--- config.mk ---
export PLATFORM = sky130hd
export DESIGN_NAME = spi_cmd_engine
export DESIGN_NICKNAME = d
export VERILOG_FILES = /design/src/rtl/spi_cmd_pkg.sv /design/src/rtl/spi_cs_drive.sv /design/src/rtl/spi_shifter.sv /design/src/rtl/spi_seq.sv /design/src/rtl/spi_cmd_engine.sv
export SDC_FILE = /design/constraint.sdc
export NUM_CORES = 1
export LEC_CHECK = 0
export BUFFER_PORTS_ARGS = -buffer_cell sky130_fd_sc_hd__buf_2
export CELL_PAD_IN_SITES_DETAIL_PLACEMENT = 0
export CELL_PAD_IN_SITES_GLOBAL_PLACEMENT = 1
export CORE_MARGIN = 8
export CORE_UTILIZATION = 28
export CTS_CLUSTER_SIZE = 30
export DETAILED_ROUTE_END_ITERATION = 8
export GPL_TIMING_DRIVEN = 0
export HOLD_SLACK_MARGIN = 0.05
export MAX_ROUTING_LAYER = met4
export PLACE_DENSITY_LB_ADDON = 0.1
export SLEW_MARGIN = 20
export SYNTH_ARGS = -nofsm -noshare
export SYNTH_HDL_FRONTEND = slang
export SYNTH_SLANG_ARGS = --single-unit
--- constraint.sdc ---
create_clock -name clk_i -period 5.5 [get_ports clk_i]
set_input_delay 0.275 -clock clk_i [delete_from_list [all_inputs] [get_ports clk_i]]
set_output_delay 0.275 -clock clk_i [all_outputs]
set_load 0.02 [all_outputs]
--- src/rtl/spi_cmd_pkg.sv ---
package spi_cmd_pkg;
  localparam int DW     = 32;
  localparam int NUM_CS = 4;
  localparam int LW     = $clog2(NUM_CS);
  localparam int NBW    = $clog2(DW) + 1;

  typedef struct packed {
    logic           cpol;
    logic           cpha;
    logic [LW-1:0]  lane;
    logic           cont;
    logic           contc;
    logic           rxmsk;
    logic           txmsk;
    logic [NBW-1:0] nbits;
  } cmd_t;

  function automatic cmd_t cmd_decode(logic [DW-1:0] w);
    cmd_t c;
    c.cpol  = w[31];
    c.cpha  = w[30];
    c.lane  = w[25:24];
    c.cont  = w[21];
    c.contc = w[20];
    c.rxmsk = w[19];
    c.txmsk = w[18];
    c.nbits = (w[4:0] < 5'd7) ? NBW'(8) : (NBW'(w[4:0]) + NBW'(1));
    return c;
  endfunction

  localparam cmd_t CMD_RST = '{cpol: 1'b0, cpha: 1'b0, lane: '0, cont: 1'b0,
                               contc: 1'b0, rxmsk: 1'b0, txmsk: 1'b0, nbits: NBW'(8)};
endpackage

--- src/rtl/spi_cs_drive.sv ---
module spi_cs_drive
  import spi_cmd_pkg::*;
(
  input  logic              clk_i,
  input  logic              rst_ni,
  input  logic              act_i,
  input  logic [LW-1:0]     lane_i,
  input  logic [NUM_CS-1:0] pol_i,
  output logic [NUM_CS-1:0] cs_o
);
  for (genvar l = 0; l < NUM_CS; l++) begin : g_lane
    logic on_q;
    always_ff @(posedge clk_i or negedge rst_ni) begin
      if (!rst_ni) on_q <= 1'b0;
      else         on_q <= act_i && (lane_i == LW'(l));
    end
    // polarity applied after the flop, so reset is inactive for any setting
    assign cs_o[l] = ~(on_q ^ pol_i[l]);
  end
endmodule

--- src/rtl/spi_shifter.sv ---
module spi_shifter
  import spi_cmd_pkg::*;
(
  input  logic           clk_i,
  input  logic           rst_ni,
  input  logic           tick_i,
  input  logic           load_i,
  input  logic [DW-1:0]  data_i,
  input  logic           cpol_i,
  input  logic           cpha_i,
  input  logic [NBW-1:0] nbits_i,
  input  logic           idle_i,
  input  logic           run_i,
  input  logic           miso_i,
  output logic           sck_o,
  output logic           mosi_o,
  output logic           done_o,
  output logic [DW-1:0]  rx_o
);
  localparam int EW = NBW + 1;

  logic [DW-1:0]  txw_q, rxsh_q;
  logic [NBW-1:0] nb_q;
  logic [EW-1:0]  ecnt_q, elast;
  logic           cpha_q, sck_q, mosi_q, done_q;
  logic [NBW-1:0] bidx, bnxt;
  logic           lead, fin, step;

  assign elast = {nb_q, 1'b0};
  assign fin   = (ecnt_q == elast);
  assign step  = run_i && tick_i && !fin;
  assign lead  = ~ecnt_q[0];
  assign bidx  = nb_q - NBW'(1) - ecnt_q[EW-1:1];
  assign bnxt  = bidx - NBW'(1);

  always_ff @(posedge clk_i or negedge rst_ni) begin
    if (!rst_ni) begin
      txw_q  <= '0;
      rxsh_q <= '0;
      nb_q   <= NBW'(8);
      ecnt_q <= '0;
      cpha_q <= 1'b0;
      sck_q  <= 1'b0;
      mosi_q <= 1'b0;
      done_q <= 1'b0;
    end else begin
      done_q <= 1'b0;
      if (load_i) begin
        txw_q  <= data_i;
        rxsh_q <= '0;
        nb_q   <= nbits_i;
        ecnt_q <= '0;
        cpha_q <= cpha_i;
        sck_q  <= cpol_i;
        mosi_q <= cpha_i ? 1'b0 : data_i[nbits_i[4:0] - 5'd1];
      end else if (idle_i) begin
        sck_q <= cpol_i;
      end else if (step) begin
        sck_q  <= ~sck_q;
        ecnt_q <= ecnt_q + EW'(1);
        done_q <= (ecnt_q == elast - EW'(1));
        if (lead ^ cpha_q) rxsh_q <= {rxsh_q[DW-2:0], miso_i};
        else if (lead)     mosi_q <= txw_q[bidx[4:0]];
        else if (bidx != '0) mosi_q <= txw_q[bnxt[4:0]];
      end
    end
  end

  assign sck_o  = sck_q;
  assign mosi_o = mosi_q;
  assign done_o = done_q;
  assign rx_o   = rxsh_q;
endmodule

--- src/rtl/spi_seq.sv ---
module spi_seq
  import spi_cmd_pkg::*;
#(
  parameter int GAP_TICKS = 4
) (
  input  logic          clk_i,
  input  logic          rst_ni,
  input  logic          tick_i,
  input  logic          tx_valid_i,
  input  logic          tx_cmd_i,
  input  logic [DW-1:0] tx_data_i,
  input  logic          shift_done_i,
  output logic          tx_pop_o,
  output logic          rx_push_o,
  output logic          load_o,
  output logic [DW-1:0] ld_data_o,
  output cmd_t          cmd_o,
  output logic          idle_o,
  output logic          run_o,
  output logic          act_o,
  output logic [LW-1:0] lane_o,
  output logic          frame_done_o
);
  localparam int GW = $clog2(GAP_TICKS + 1);

  typedef enum logic [2:0] {S_IDLE, S_SETUP, S_SHIFT, S_AFTER, S_GAP} st_e;

  st_e           st_q, st_d;
  cmd_t          cmd_q, cmd_d, dec;
  logic          mpend_q, mpend_d;
  logic          act_q, act_d, fd_q, fd_d;
  logic [LW-1:0] lane_q, lane_d;
  logic [GW-1:0] gcnt_q, gcnt_d;
  logic          have_data, have_cmd;

  assign dec       = cmd_decode(tx_data_i);
  assign have_data = tx_valid_i && !tx_cmd_i;
  assign have_cmd  = tx_valid_i && tx_cmd_i;

  always_comb begin
    st_d      = st_q;
    cmd_d     = cmd_q;
    mpend_d   = mpend_q;
    act_d     = act_q;
    lane_d    = lane_q;
    gcnt_d    = gcnt_q;
    fd_d      = 1'b0;
    tx_pop_o  = 1'b0;
    load_o    = 1'b0;
    ld_data_o = '0;
    unique case (st_q)
      S_IDLE: begin
        if (mpend_q) begin
          mpend_d = 1'b0;
          load_o  = 1'b1;
          lane_d  = cmd_q.lane;
          act_d   = 1'b1;
          st_d    = S_SETUP;
        end else if (have_cmd) begin
          tx_pop_o = 1'b1;
          cmd_d    = dec;
          mpend_d  = dec.txmsk;
        end else if (have_data && !cmd_q.txmsk) begin
          tx_pop_o  = 1'b1;
          load_o    = 1'b1;
          ld_data_o = tx_data_i;
          lane_d    = cmd_q.lane;
          act_d     = 1'b1;
          st_d      = S_SETUP;
        end
      end
      S_SETUP: if (tick_i) st_d = S_SHIFT;
      S_SHIFT: if (shift_done_i) st_d = S_AFTER;
      S_AFTER: begin
        gcnt_d = '0;
        if (mpend_q) begin
          mpend_d = 1'b0;
          load_o  = 1'b1;
          st_d    = S_SETUP;
        end else if (have_data && !cmd_q.txmsk) begin
          tx_pop_o  = 1'b1;
          load_o    = 1'b1;
          ld_data_o = tx_data_i;
          st_d      = S_SETUP;
        end else if (have_cmd) begin
          if (cmd_q.cont && dec.contc) begin
            tx_pop_o = 1'b1;
            cmd_d    = dec;
            mpend_d  = dec.txmsk;
          end else begin
            st_d = S_GAP;
          end
        end else if (!cmd_q.cont) begin
          st_d = S_GAP;
        end
      end
      S_GAP: begin
        if (tick_i) begin
          if (gcnt_q == GW'(GAP_TICKS - 1)) begin
            act_d = 1'b0;
            fd_d  = 1'b1;
            st_d  = S_IDLE;
          end else begin
            gcnt_d = gcnt_q + GW'(1);
          end
        end
      end
      default: st_d = S_IDLE;
    endcase
  end

  always_ff @(posedge clk_i or negedge rst_ni) begin
    if (!rst_ni) begin
      st_q    <= S_IDLE;
      cmd_q   <= CMD_RST;
      mpend_q <= 1'b0;
      act_q   <= 1'b0;
      lane_q  <= '0;
      gcnt_q  <= '0;
      fd_q    <= 1'b0;
    end else begin
      st_q    <= st_d;
      cmd_q   <= cmd_d;
      mpend_q <= mpend_d;
      act_q   <= act_d;
      lane_q  <= lane_d;
      gcnt_q  <= gcnt_d;
      fd_q    <= fd_d;
    end
  end

  assign rx_push_o    = shift_done_i && !cmd_q.rxmsk;
  assign cmd_o        = cmd_q;
  assign idle_o       = (st_q == S_IDLE);
  assign run_o        = (st_q == S_SHIFT);
  assign act_o        = act_d;
  assign lane_o       = lane_d;
  assign frame_done_o = fd_q;
endmodule

--- src/rtl/spi_cmd_engine.sv ---
module spi_cmd_engine
  import spi_cmd_pkg::*;
#(
  parameter int GAP_TICKS = 4
) (
  input  logic              clk_i,
  input  logic              rst_ni,
  input  logic              tick_i,
  input  logic [NUM_CS-1:0] cs_pol_i,
  input  logic              tx_valid_i,
  input  logic              tx_cmd_i,
  input  logic [DW-1:0]     tx_data_i,
  output logic              tx_pop_o,
  output logic              rx_push_o,
  output logic [DW-1:0]     rx_data_o,
  output logic              sck_o,
  output logic              mosi_o,
  input  logic              miso_i,
  output logic [NUM_CS-1:0] cs_o,
  output logic              frame_done_o
);
  cmd_t          cmd;
  logic          load, idle, run, act, sdone;
  logic [DW-1:0] ld_data;
  logic [LW-1:0] lane;

  spi_seq #(.GAP_TICKS(GAP_TICKS)) u_seq (
    .clk_i        (clk_i),
    .rst_ni       (rst_ni),
    .tick_i       (tick_i),
    .tx_valid_i   (tx_valid_i),
    .tx_cmd_i     (tx_cmd_i),
    .tx_data_i    (tx_data_i),
    .shift_done_i (sdone),
    .tx_pop_o     (tx_pop_o),
    .rx_push_o    (rx_push_o),
    .load_o       (load),
    .ld_data_o    (ld_data),
    .cmd_o        (cmd),
    .idle_o       (idle),
    .run_o        (run),
    .act_o        (act),
    .lane_o       (lane),
    .frame_done_o (frame_done_o)
  );

  spi_shifter u_shift (
    .clk_i   (clk_i),
    .rst_ni  (rst_ni),
    .tick_i  (tick_i),
    .load_i  (load),
    .data_i  (ld_data),
    .cpol_i  (cmd.cpol),
    .cpha_i  (cmd.cpha),
    .nbits_i (cmd.nbits),
    .idle_i  (idle),
    .run_i   (run),
    .miso_i  (miso_i),
    .sck_o   (sck_o),
    .mosi_o  (mosi_o),
    .done_o  (sdone),
    .rx_o    (rx_data_o)
  );

  spi_cs_drive u_cs (
    .clk_i  (clk_i),
    .rst_ni (rst_ni),
    .act_i  (act),
    .lane_i (lane),
    .pol_i  (cs_pol_i),
    .cs_o   (cs_o)
  );
endmodule

### After elaboration in Yosys (flattened, before gate mapping)

Cells that the tools add are included.

* bits in registers: 109

* add/sub/neg operators: 8
* $lt $le $gt $ge: 4
* equality and inequality tests: 28
* multiplexer cells: 87
* bitwise logic cells: 11
* reduce and logical (&&, ||, !) cells: 29

Operators with widths (count)
* $mux W32: 8
* $mux W14: 6
* $pmux W32 S2: 1
* $mux W3: 14
* $mux W1: 40
* $pmux W14 S2: 1
* $mux W7: 3
* $lt A5 B6 Y1 const B: 3
* $ne A2 B2 Y1 const B: 9
* $bmux W1 S5: 3
* $pmux W3 S5: 1
* $eq A7 B7 Y1: 2
* $logic_and A1 B1 Y1: 11
* $sub A5 B1 Y5 const B: 2
* $eq A3 B2 Y1 const B: 3
* $mux W2: 4
* $ne A2 B1 Y1 const B: 4
* $pmux W1 S2: 4
* $reduce_and A8 Y1: 1
* $reduce_bool A2 Y1: 4
* $add A7 B1 Y7 const B: 1
* $reduce_and A7 Y1: 1
* $sub A7 B1 Y7 const B: 1
* $add A5 B1 Y6 const B: 1
* other kinds (25): 39

### Logic depth before layout (Yosys ltp)

Gate-level depths: netlist of the first run.

* word-level depth: 11
* gate-level depth with buffers: 12
* mapped depth without buffers: 11

### Cells and area by module

Synthesis of the first run repeated with hierarchy kept, for this count alone.

* cells, all modules: 579
* area, all modules: 6353.6 sq um

By module, submodules not included
* spi_shifter: instances 1, cells an instance 410, area each 4543.1 sq um, seq. area each 2028.2 sq um
* spi_seq: instances 1, cells an instance 157, area each 1637.8 sq um, seq. area each 626.9 sq um
* spi_cs_drive: instances 1, cells an instance 12, area each 172.7 sq um, seq. area each 100.1 sq um

### Worst setup path before layout of the first run

Ideal clock, no wire load.

* path type: reg-to-reg
* from: register u_shift.ecnt_q[1]
* to: register u_shift.mosi_q (netlist: u_shift.mosi_o)
* arrival time: 3.157 ns
* required time: 5.418 ns
* path slack: 2.261 ns
* cell stages (with the launch flop): 12
* buffers on the path: 0
* period minus slack after synthesis: 3.239 ns
* path through: dfrtp_1 inv_1 ha_1 inv_1 fa_1 inv_1 or4_1 o221ai_2 mux2_2 a2111oi_2 nor3_1 a31oi_1

* word-level cells in the longest chain between the ends: 10
* elaborated cells on any way between the ends: 19
* classes of those cells: add/sub (2); eq/ne (2); mux (10); reduce/logical (5)

Ends and longest elaborated chain
* from (decl): RTL line spi_shifter.sv:24 `logic [EW-1:0] ecnt_q, elast;`
* from (signal assigned): RTL line spi_shifter.sv:60 `ecnt_q <= ecnt_q + EW'(1);`
* $sub A6 B6 Y6: RTL line spi_shifter.sv:33 `assign bidx = nb_q - NBW'(1) - ecnt_q[EW-1:1];`
* $sub A5 B1 Y5: RTL line spi_shifter.sv:34 `assign bnxt = bidx - NBW'(1);`
* $bmux W1 S5: RTL line spi_shifter.sv:64 `else if (bidx != '0) mosi_q <= txw_q[bnxt[4:0]];`
* $mux W1 (not written as such): RTL line spi_shifter.sv:64
* $mux W1: RTL line spi_shifter.sv:64
* $mux W1: RTL line spi_shifter.sv:63 `else if (lead) mosi_q <= txw_q[bidx[4:0]];`
* $mux W1: RTL line spi_shifter.sv:62 `if (lead ^ cpha_q) rxsh_q <= {rxsh_q[DW-2:0], miso_i};`
* $mux W1: RTL line spi_shifter.sv:58 `end else if (step) begin`
* $mux W1: RTL line spi_shifter.sv:56 `end else if (idle_i) begin`
* $mux W1: RTL line spi_shifter.sv:48 `if (load_i) begin`
* to (signal assigned): RTL line spi_shifter.sv:55 `mosi_q <= cpha_i ? 1'b0 : data_i[nbits_i[4:0] - 5'd1];`
* to (signal assigned): RTL line spi_shifter.sv:63
* to (signal assigned): RTL line spi_shifter.sv:64
* to (decl): RTL line spi_shifter.sv:25 `logic cpha_q, sck_q, mosi_q, done_q;`

Several ways; a longest one is shown, not always the timed one. The select of a mux whose other input is x is not followed.
A chain may end at the register's enable or synchronous reset.

### Worst setup path in the final report of the first run

Ends and elaborated chain as after synthesis.

==> results.sh, run 1 <==
export IMPL_post_cts_repair_setup_buffers=0
export IMPL_tritoncts="done"
export IMPL_seq_area_frac_synth=0.469
export IMPL_synth_area_leaders="sky130_fd_sc_hd__dfrtp_1 (46%), sky130_fd_sc_hd__mux4_2 (8.9%), sky130_fd_sc_hd__nand2_1 (7.2%), sky130_fd_sc_hd__a22o_1 (4.8%), sky130_fd_sc_hd__o21ai_0 (4.7%)"
export IMPL_worst_setup_path_type="reg2reg"
export IMPL_drt_initial_drc_count=206
export IMPL_yosysTopAreaCellShare=0.460
export IMPL_slew_limit_headroom=0.292
export IMPL_cts_max_level=3
export IMPL_power_density_mw_per_mm2=592
export IMPL_syn_instance_count=563
export IMPL_critical_path_max_fanout=7
export IMPL_fraction_of_registers_with_async_set_reset=1.00
export IMPL_setup_tns_final_ns=0
export IMPL_globalRouteTotalUtil=0.142
export IMPL_number_of_global_route_vias_before_repair=4994
export IMPL_synth_cell_area_mm2=0.00582
export IMPL_globalRouteMet1Util=0.177
export IMPL_grt_pass1_wl_um=28100
export IMPL_drt_drc_violations_left=0
export IMPL_synth_distinct_cells=53
export IMPL_synth_top_family_by_area="compound AO/OA/AOI/OAI gates"
export IMPL_register_area_mm2=0.00273
export IMPL_die_height_um=160
export IMPL_outcome="completed"
export IMPL_die_x_um=160
export IMPL_unrepaired_setup_endpoints_after_global_routing="false"
export IMPL_final_antenna_net_count=0
export IMPL_hpwl_um=13100
export IMPL_totalPowerFinal_mw=4.10
export IMPL_layout_cell_share_with_drive_strength_beyond_1=0.220
export IMPL_clk_insertion_delay_late_ns=0.36
export IMPL_design_core_area_mm2=0.0203
export IMPL_drt_pre_antenna_iters=4
export IMPL_hold_path_class="in2reg"
export IMPL_globalRouteOverflowTotal=0
export IMPL_gr_usage_met3=0.0465
export IMPL_cts_made_buffers=9
export IMPL_grt_use_met2=0.224
export IMPL_ys_dominant_reg_cell="sky130_fd_sc_hd__dfrtp_1"
export IMPL_net_count_synth=618
export IMPL_number_of_antenna_violations_at_the_first_check_in_global_routing=5
export IMPL_hold_viol_final=0
export IMPL_achievable_frequency_mhz=268
export IMPL_cp_arrival_ns=4.00
export IMPL_cts_buffer_depth=2
export IMPL_layout_area_overhead_vs_synth_pct=18.9
export IMPL_vias=4587
export IMPL_synth_mux_area_fraction=0.136
export IMPL_synth_edff_count=0
export IMPL_timing_critical_path_required_ns=5.77
export IMPL_final_net_count=713
export IMPL_num_fill_cells=2117
export IMPL_area_fraction_in_compound_gates_after_synthesis=0.152
export IMPL_viasPerCell=4.88
export IMPL_clock_transition_at_the_register_clock_pins_on_the_worst_setup_and_hold_paths_after_cts_ns=0.08
export IMPL_critical_path_startpoint_type="flip-flop"
export IMPL_yosys_area_share_adder=0.0292
export IMPL_grt_start_max_net_pins=72
export IMPL_post_synthesis_xor_xnor_area_fraction=0.0346
export IMPL_drv_slew=0
export IMPL_cts_sink_cnt=109
export IMPL_synth_simple_gate_area_share=0.143
export IMPL_critical_path_endpoint_type="flip-flop"
export IMPL_yosys_warnings=0
export IMPL_peakVddDrop_mv=0.188
export IMPL_die_area_mm2=0.0257
export IMPL_gp_congestion=0.785
export IMPL_final_min_clock_period_ns=3.73
export IMPL_synth_top_area_cell="sky130_fd_sc_hd__dfrtp_1"
export IMPL_area_taken_by_multi_input_logic_gates_mm2=0.00288
export IMPL_buffers_on_ports=82
export IMPL_worst_hold_slack_ns=0.150
export IMPL_io_pins=83
export IMPL_grt_busiest_layer="met2"
export IMPL_post_route_clock_skew_ns=0.0151
export IMPL_floorplan_rows=52
export IMPL_final_min_period_over_clock_period=0.677
export IMPL_synth_ff_latch_count=109
export IMPL_post_drt_wl_per_cell_um=18.4
export IMPL_clockRootBuffer="sky130_fd_sc_hd__clkbuf_16"
export IMPL_power_leakage_nw=3.10
export IMPL_final_count_of_negative_setup_slack_endpoints=0
export IMPL_post_synthesis_mean_instance_area_um2=10.3
export IMPL_max_cap_violations=0
export IMPL_worst_slew_pin_slew_ns=1.05
export IMPL_layout_cells_non_filler=940
export IMPL_numPlacedInstances=916
export IMPL_floorplan_initialDensity=0.287
export IMPL_wirelength_um=17300
[through the flow]
step / util / instance area, um2 / setup slack (ns)
detailed placement: 0.325 / 6610 / 1.75
global route: 0.341 / 6920 / 1.54
CTS: 0.340 / 6910 / 1.74
finish: 0.341 / 6920 / 1.77
global placement: 0.324 / 6570 / 1.78
floorplan: - / 5820 / 2.26
[logic make-up after synthesis]
| logic type | Yosys count |
|---|---|
| XOR/XNOR | 23 |
| AND/OR/NAND/NOR | 186 |
| flip-flops | 109 |
| buffers and inverters | 52 |
| multiplexers | 49 |
| AO/OA/AOI/OAI | 131 |
| adder cells (fa/ha/maj) | 13 |
[what timing repair did]
item / 4_1_cts / 5_1_grt
hold endpoints to repair: 36 / 0
resized for setup: 0 / 0
hold buffers: 1 / 0
setup endpoints to repair: 0 / 0
[layout by cell type, fill, tap and decap left out, drive strengths merged, types with 7 or more instances in the layout]
cell / Yosys / routed
a22o: 32 / 32
a21oi: 12 / 12
xnor2: 16 / 16
mux4: 23 / 23
o21ai: 55 / 55
inv: 21 / 25
nand2b: 7 / 7
clkbuf: 23 / 33
diode: 0 / 7
xor2: 7 / 7
mux2: 10 / 10
nor3: 7 / 7
nand2: 111 / 111
nor2: 23 / 23
mux2i: 16 / 16
buf: 8 / 91
dfrtp: 107 / 107
ha: 12 / 12
[critical path: stages (launching register included)]
cell                        delay (ns)
sky130_fd_sc_hd__dfrtp_1          0.42
sky130_fd_sc_hd__inv_1            0.08
sky130_fd_sc_hd__ha_1             0.19
sky130_fd_sc_hd__inv_1            0.08
sky130_fd_sc_hd__fa_1             0.78
sky130_fd_sc_hd__inv_1            0.21
sky130_fd_sc_hd__or4_1            0.52
sky130_fd_sc_hd__o221ai_2         0.34
sky130_fd_sc_hd__mux2_2           0.39
sky130_fd_sc_hd__a2111oi_2        0.39
sky130_fd_sc_hd__nor3_1           0.09
sky130_fd_sc_hd__a31oi_1          0.16
[flip-flops by register name, summed over array words and instances, names as in the netlist, 2 cells and up]
name	count
u_shift.rx_o	32
u_shift.ecnt_q	7
u_seq.gcnt_q	3
u_cs.g_lane.on_q	4
u_seq.lane_q	2
u_shift.nb_q	6
u_seq.st_q	3
u_shift.txw_q	32
u_seq.cmd_o	13
[power by group]
group	leakage (nW)	internal (mW)	switching, mW
Combinational	1.52	0.993	1.23
Sequential	1.44	1.03	0.191
Clock	0.143	0.321	0.336
Total	3.10	2.34	1.76
[worst paths after layout]
path	endpoint	slack [ns]	start	depth (start not counted)
min in group asynchronous	u_shift.nb_q[5]	0.39	rst_ni	2
hold reg to reg	u_seq.gcnt_q[2]	0.48	u_seq.gcnt_q[2]	2
max in group asynchronous	u_seq.st_q[0]	4.42	rst_ni	3
hold / removal	u_shift.rx_o[0]	0.15	miso_i	3
setup / recovery	u_shift.mosi_o	1.77	u_shift.ecnt_q[1]	11
setup reg to reg	u_shift.mosi_o	1.77	u_shift.ecnt_q[1]	11
[routing by layer]
layer / wire [um] / up-vias / part of all wire
met3: 980 / 11 / 0.057
met5: 0 / - / 0
met2: 8170 / 91 / 0.47
li1: - / 2224 / -
met1: 7980 / 2261 / 0.46
met4: 159 / 0 / 0.0092
[Yosys cell counts, types with 3 or more instances]
cell and n:
sky130_fd_sc_hd__nand2b_1 7, sky130_fd_sc_hd__a21o_1 5, sky130_fd_sc_hd__mux2i_1 16, sky130_fd_sc_hd__a22o_1 32
sky130_fd_sc_hd__o211ai_1 4, sky130_fd_sc_hd__inv_1 21, sky130_fd_sc_hd__xnor2_1 16, sky130_fd_sc_hd__o21ai_0 55
sky130_fd_sc_hd__o31ai_1 3, sky130_fd_sc_hd__nor2_1 23, sky130_fd_sc_hd__clkbuf_1 23, sky130_fd_sc_hd__nor3_1 7
sky130_fd_sc_hd__dfrtp_1 107, sky130_fd_sc_hd__buf_2 6, sky130_fd_sc_hd__a211oi_1 3, sky130_fd_sc_hd__nand4_1 4
sky130_fd_sc_hd__or3_1 5, sky130_fd_sc_hd__ha_1 12, sky130_fd_sc_hd__a21oi_1 12, sky130_fd_sc_hd__mux2_2 10
sky130_fd_sc_hd__nand2_1 111, sky130_fd_sc_hd__mux4_2 23, sky130_fd_sc_hd__a31oi_1 3, sky130_fd_sc_hd__nor4_1 3
sky130_fd_sc_hd__nand3_1 6, sky130_fd_sc_hd__and2_1 3, sky130_fd_sc_hd__and3_1 3, sky130_fd_sc_hd__xor2_1 7
[final cells by class]
class                      count  share of cell area
clock inverter                 6             0.00904
sequential                   109               0.394
multi-input combinational    402               0.416
clock buffer                  10              0.0331
antenna                        7             0.00253
inverter                      21              0.0114
timing repair buffer          84              0.0656
tap                          270              0.0488
buffer                        31              0.0190
(Power assumes the default switching activity.)
==> inputs of run 2 (changes only) <==
ABC_AREA = 1   (was default)
clock period = 3.1 ns   (was 5.5 ns; I/O delays follow)
==> run 2 against run 1 <==
Compared with the run above: sequential power increased by 72%; combinational power rose by 140%; sequential share of layout area fell by 2.7 points; global-route usage increased by 1.3 points; first-iteration DRC count rose by 58%; die area grew 7.0%; clock power up 87%; flip-flop and latch count unchanged; critical path type unchanged; critical endpoint unchanged; highest routed layer unchanged.
==> results.sh, run 2 <==
export IMPL_outcome="completed"
export IMPL_synth_cell_area_mm2=0.00627
export IMPL_globalRouteTotalUtil=0.155
export IMPL_final_min_period_over_clock_period=0.926
export IMPL_hold_path_class="in2reg"
export IMPL_synthTopCellsByCount="sky130_fd_sc_hd__nand2_1 (213), sky130_fd_sc_hd__dfrtp_1 (107), sky130_fd_sc_hd__nand3_1 (106)"
export IMPL_cts_max_level=3
export IMPL_post_route_clock_skew_ns=0.0168
export IMPL_cp_top_family="buffers and inverters"
export IMPL_vias=5809
export IMPL_power_density_mw_per_mm2=1160
export IMPL_final_critical_path_setup_slack_ns=0.230
export IMPL_critical_path_max_fanout=10
export IMPL_drv_slew=0
export IMPL_final_antenna_net_count=0
export IMPL_post_synthesis_mean_instance_area_um2=7.42
export IMPL_synth_ff_latch_count=109
export IMPL_max_cap_violations=0
export IMPL_number_of_global_route_vias_before_repair=6041
export IMPL_detailroute_wirelength_met2_um=9650
export IMPL_tritoncts="done"
export IMPL_min_delay_worst_endpoint="u_seq.cmd_o[10]"
export IMPL_critical_path_s_largest_stage_delay_ns=0.44
export IMPL_post_drt_wl_per_cell_um=16.7
export IMPL_yosys_warnings=0
export IMPL_net_count_synth=901
export IMPL_die_x_um=166
export IMPL_hpwl_um=15800
export IMPL_register_area_mm2=0.00273
export IMPL_maxUsedRoutingLayer="met4"
export IMPL_number_of_antenna_violations_at_the_first_check_in_global_routing=0
export IMPL_synth_distinct_cells=36
export IMPL_final_net_count=999
export IMPL_slew_limit_headroom=0.596
export IMPL_grt_pass1_wl_um=33900
export IMPL_floorplan_rows=54
export IMPL_worstReg2RegStart="u_seq.cmd_o[0]"
export IMPL_layout_area_overhead_vs_synth_pct=18.5
export IMPL_antenna_cells=0
export IMPL_viasPerCell=4.73
export IMPL_yosys_cell_count_top_type="sky130_fd_sc_hd__nand2_1"
export IMPL_clk_insertion_delay_late_ns=0.36
export IMPL_drt_initial_drc_count=325
export IMPL_cts_sink_cnt=109
export IMPL_layout_commonest_cell="sky130_fd_sc_hd__nand2_1"
export IMPL_setup_reg_to_reg_worst_slack_ns=0.23
export IMPL_area_taken_by_multi_input_logic_gates_mm2=0.00293
export IMPL_critical_path_startpoint_type="flip-flop"
export IMPL_dpl_worst_slack_ns=-0.00558
export IMPL_clockRootBuffer="sky130_fd_sc_hd__clkbuf_16"
export IMPL_io_pins=83
export IMPL_synth_top_area_cell="sky130_fd_sc_hd__dfrtp_1"
export IMPL_hold_start="tx_data_i[24]"
export IMPL_critical_path_reg2reg_endpoint="u_shift.mosi_o"
export IMPL_post_cts_repair_setup_buffers=0
export IMPL_final_min_clock_period_ns=2.87
export IMPL_worst_hold_slack_ns=0.0604
export IMPL_critical_path_endpoint_type="flip-flop"
export IMPL_power_leakage_nw=3.69
export IMPL_worstRegToRegCells=13
export IMPL_drt_pre_antenna_iters=5
export IMPL_synth_edff_count=0
export IMPL_fraction_of_registers_with_async_set_reset=1.00
export IMPL_clock_transition_at_the_register_clock_pins_on_the_worst_setup_and_hold_paths_after_cts_ns=0.09
export IMPL_layout_cell_share_with_drive_strength_beyond_1=0.159
export IMPL_min_delay_path_depth=3
export IMPL_num_fill_cells=2457
export IMPL_seq_area_frac_synth=0.435
export IMPL_timing_critical_path_required_ns=3.39
export IMPL_cp_arrival_ns=3.16
export IMPL_worst_slew_pin_slew_ns=0.607
export IMPL_yosysTopAreaCellShare=0.427
export IMPL_buffers_on_ports=82
export IMPL_die_height_um=166
export IMPL_die_area_mm2=0.0275
export IMPL_ys_dominant_reg_cell="sky130_fd_sc_hd__dfrtp_1"
export IMPL_met3WireLength_um=643
export IMPL_floorplan_initialDensity=0.287
export IMPL_cts_made_buffers=9
export IMPL_met1_length_um=10000
export IMPL_drt_drc_violations_left=0
export IMPL_design_core_area_mm2=0.0219
export IMPL_crit_chain="buf_2, inv_2, clkbuf_1, ha_1, clkbuf_1, inv_1, nand3_1, nand3_1, nand3_1, nand2_1, nand2_1, nand3_1, a21oi_1"
export IMPL_layout_common_cells="sky130_fd_sc_hd__nand2_1 (213), sky130_fd_sc_hd__dfrtp_1 (107), sky130_fd_sc_hd__nand3_1 (106)"
export IMPL_path_buf_inv=5
export IMPL_peakVddDrop_mv=0.492
export IMPL_syn_instance_count=846
export IMPL_cts_buffer_depth=2
export IMPL_globalRouteOverflowTotal=0
export IMPL_final_count_of_negative_setup_slack_endpoints=0
export IMPL_achievable_frequency_mhz=348
export IMPL_gp_congestion=0.853
export IMPL_worst_setup_path_type="reg2reg"
export IMPL_wirelength_um=20600
export IMPL_hold_viol_final=0
export IMPL_unrepaired_setup_endpoints_after_global_routing="false"
export IMPL_worst_path_most_repeated_cell="sky130_fd_sc_hd__nand3_1"
export IMPL_cell_at_the_slowest_stage_of_the_critical_path="sky130_fd_sc_hd__clkbuf_1"
export IMPL_grt_start_max_net_pins=75
export IMPL_synth_area_leaders="sky130_fd_sc_hd__dfrtp_1 (43%), sky130_fd_sc_hd__nand2_1 (13%), sky130_fd_sc_hd__nand3_1 (8.5%), sky130_fd_sc_hd__inv_1 (6.1%), sky130_fd_sc_hd__o21ai_1 (3.6%)"
-- run 2: changes by cell type after synthesis, moves of 11 or more --
cell                      change
sky130_fd_sc_hd__buf_2       +12
sky130_fd_sc_hd__nor2_1      +27
sky130_fd_sc_hd__nand3_1    +100
sky130_fd_sc_hd__inv_1       +81
sky130_fd_sc_hd__o21ai_1     +45
sky130_fd_sc_hd__a21oi_1     +12
sky130_fd_sc_hd__a22o_1      -32
sky130_fd_sc_hd__o21ai_0     -26
sky130_fd_sc_hd__nand2_1    +102
sky130_fd_sc_hd__mux2i_1     -16
sky130_fd_sc_hd__o22ai_1     +33
sky130_fd_sc_hd__inv_2       +11
sky130_fd_sc_hd__mux4_2      -23
-- run 2: through the flow --
step                      power [mW]   util  setup TNS [ns]  instance area [um2]  cells
final                           8.59  0.340               0                 7440   1229
after CTS                       8.68  0.340               0                 7440   1230
after global routing            9.44  0.340               0                 7440   1229
after detailed placement        7.37  0.323        -0.00558                 7070   1209
after floorplan                 5.79      -               0                 6270    846
after global placement          7.42  0.321         -0.0332                 7040   1208
-- run 2: how the worst max path moves through the flow --
stage,startpoint,end,slack (ns),cells past startpoint
3_5_place_dp,u_shift.ecnt_q[1],u_shift.mosi_o,-0.006,14
4_1_cts,u_shift.ecnt_q[1],u_shift.mosi_o,0.17,17
5_1_grt,u_shift.ecnt_q[1],u_shift.mosi_o,0.009,17
6_report,u_seq.cmd_o[0],u_shift.mosi_o,0.23,13
2_1_floorplan,u_shift.ecnt_q[1],u_shift.mosi_o,0.58,17
3_3_place_gp,u_shift.ecnt_q[1],u_shift.mosi_o,-0.03,14
-- run 2: final cells by class --
cell class / instances / share of cell area
Sequential cell: 109 / 0.367
Inverter: 113 / 0.0570
Clock inverter: 7 / 0.0123
Clock buffer: 9 / 0.0303
Multi-Input combinational cell: 584 / 0.393
Tap cell: 280 / 0.0471
Buffer: 39 / 0.0264
Timing Repair Buffer: 88 / 0.0665
-- run 2: cell families (layout without fill, tap and decap cells) --
group | Yosys count | count (layout) | synth area share
buffers and inverters | 153 | 256 | 0.0987
DFF | 109 | 109 | 0.435
and+or+nand+nor | 400 | 400 | 0.274
AOI/OAI and AO/OA | 151 | 151 | 0.135
adders and majority gates | 13 | 13 | 0.0271
xor gates and xnor gates | 20 | 20 | 0.0303
-- run 2: worst min-delay path, stage by stage --
cell                      delay [ns]
sky130_fd_sc_hd__buf_2          0.10
sky130_fd_sc_hd__nand2_1        0.06
sky130_fd_sc_hd__nand2_1        0.06
-- run 2: what timing repair did --
item / in CTS / in global routing
cloned: 0 / 0
setup endpoints to repair: 1 / 1
endpoints found under the hold margin: 39 / 0
gates resized for setup: 2 / 4
hold buffers: 5 / 0
-- run 2: layer usage --
layer | up-vias | track usage
met5 | - | -
met4 | 0 | 0.0321
met3 | 13 | 0.0251
met2 | 117 | 0.247
met1 | 2719 | 0.206
li1 | 2960 | -
-- run 2: power by group --
group          switching (mW)  total (mW)  internal, mW
combinational            3.58        5.26          1.68
sequential              0.250        2.10          1.85
clock                   0.643        1.23         0.587
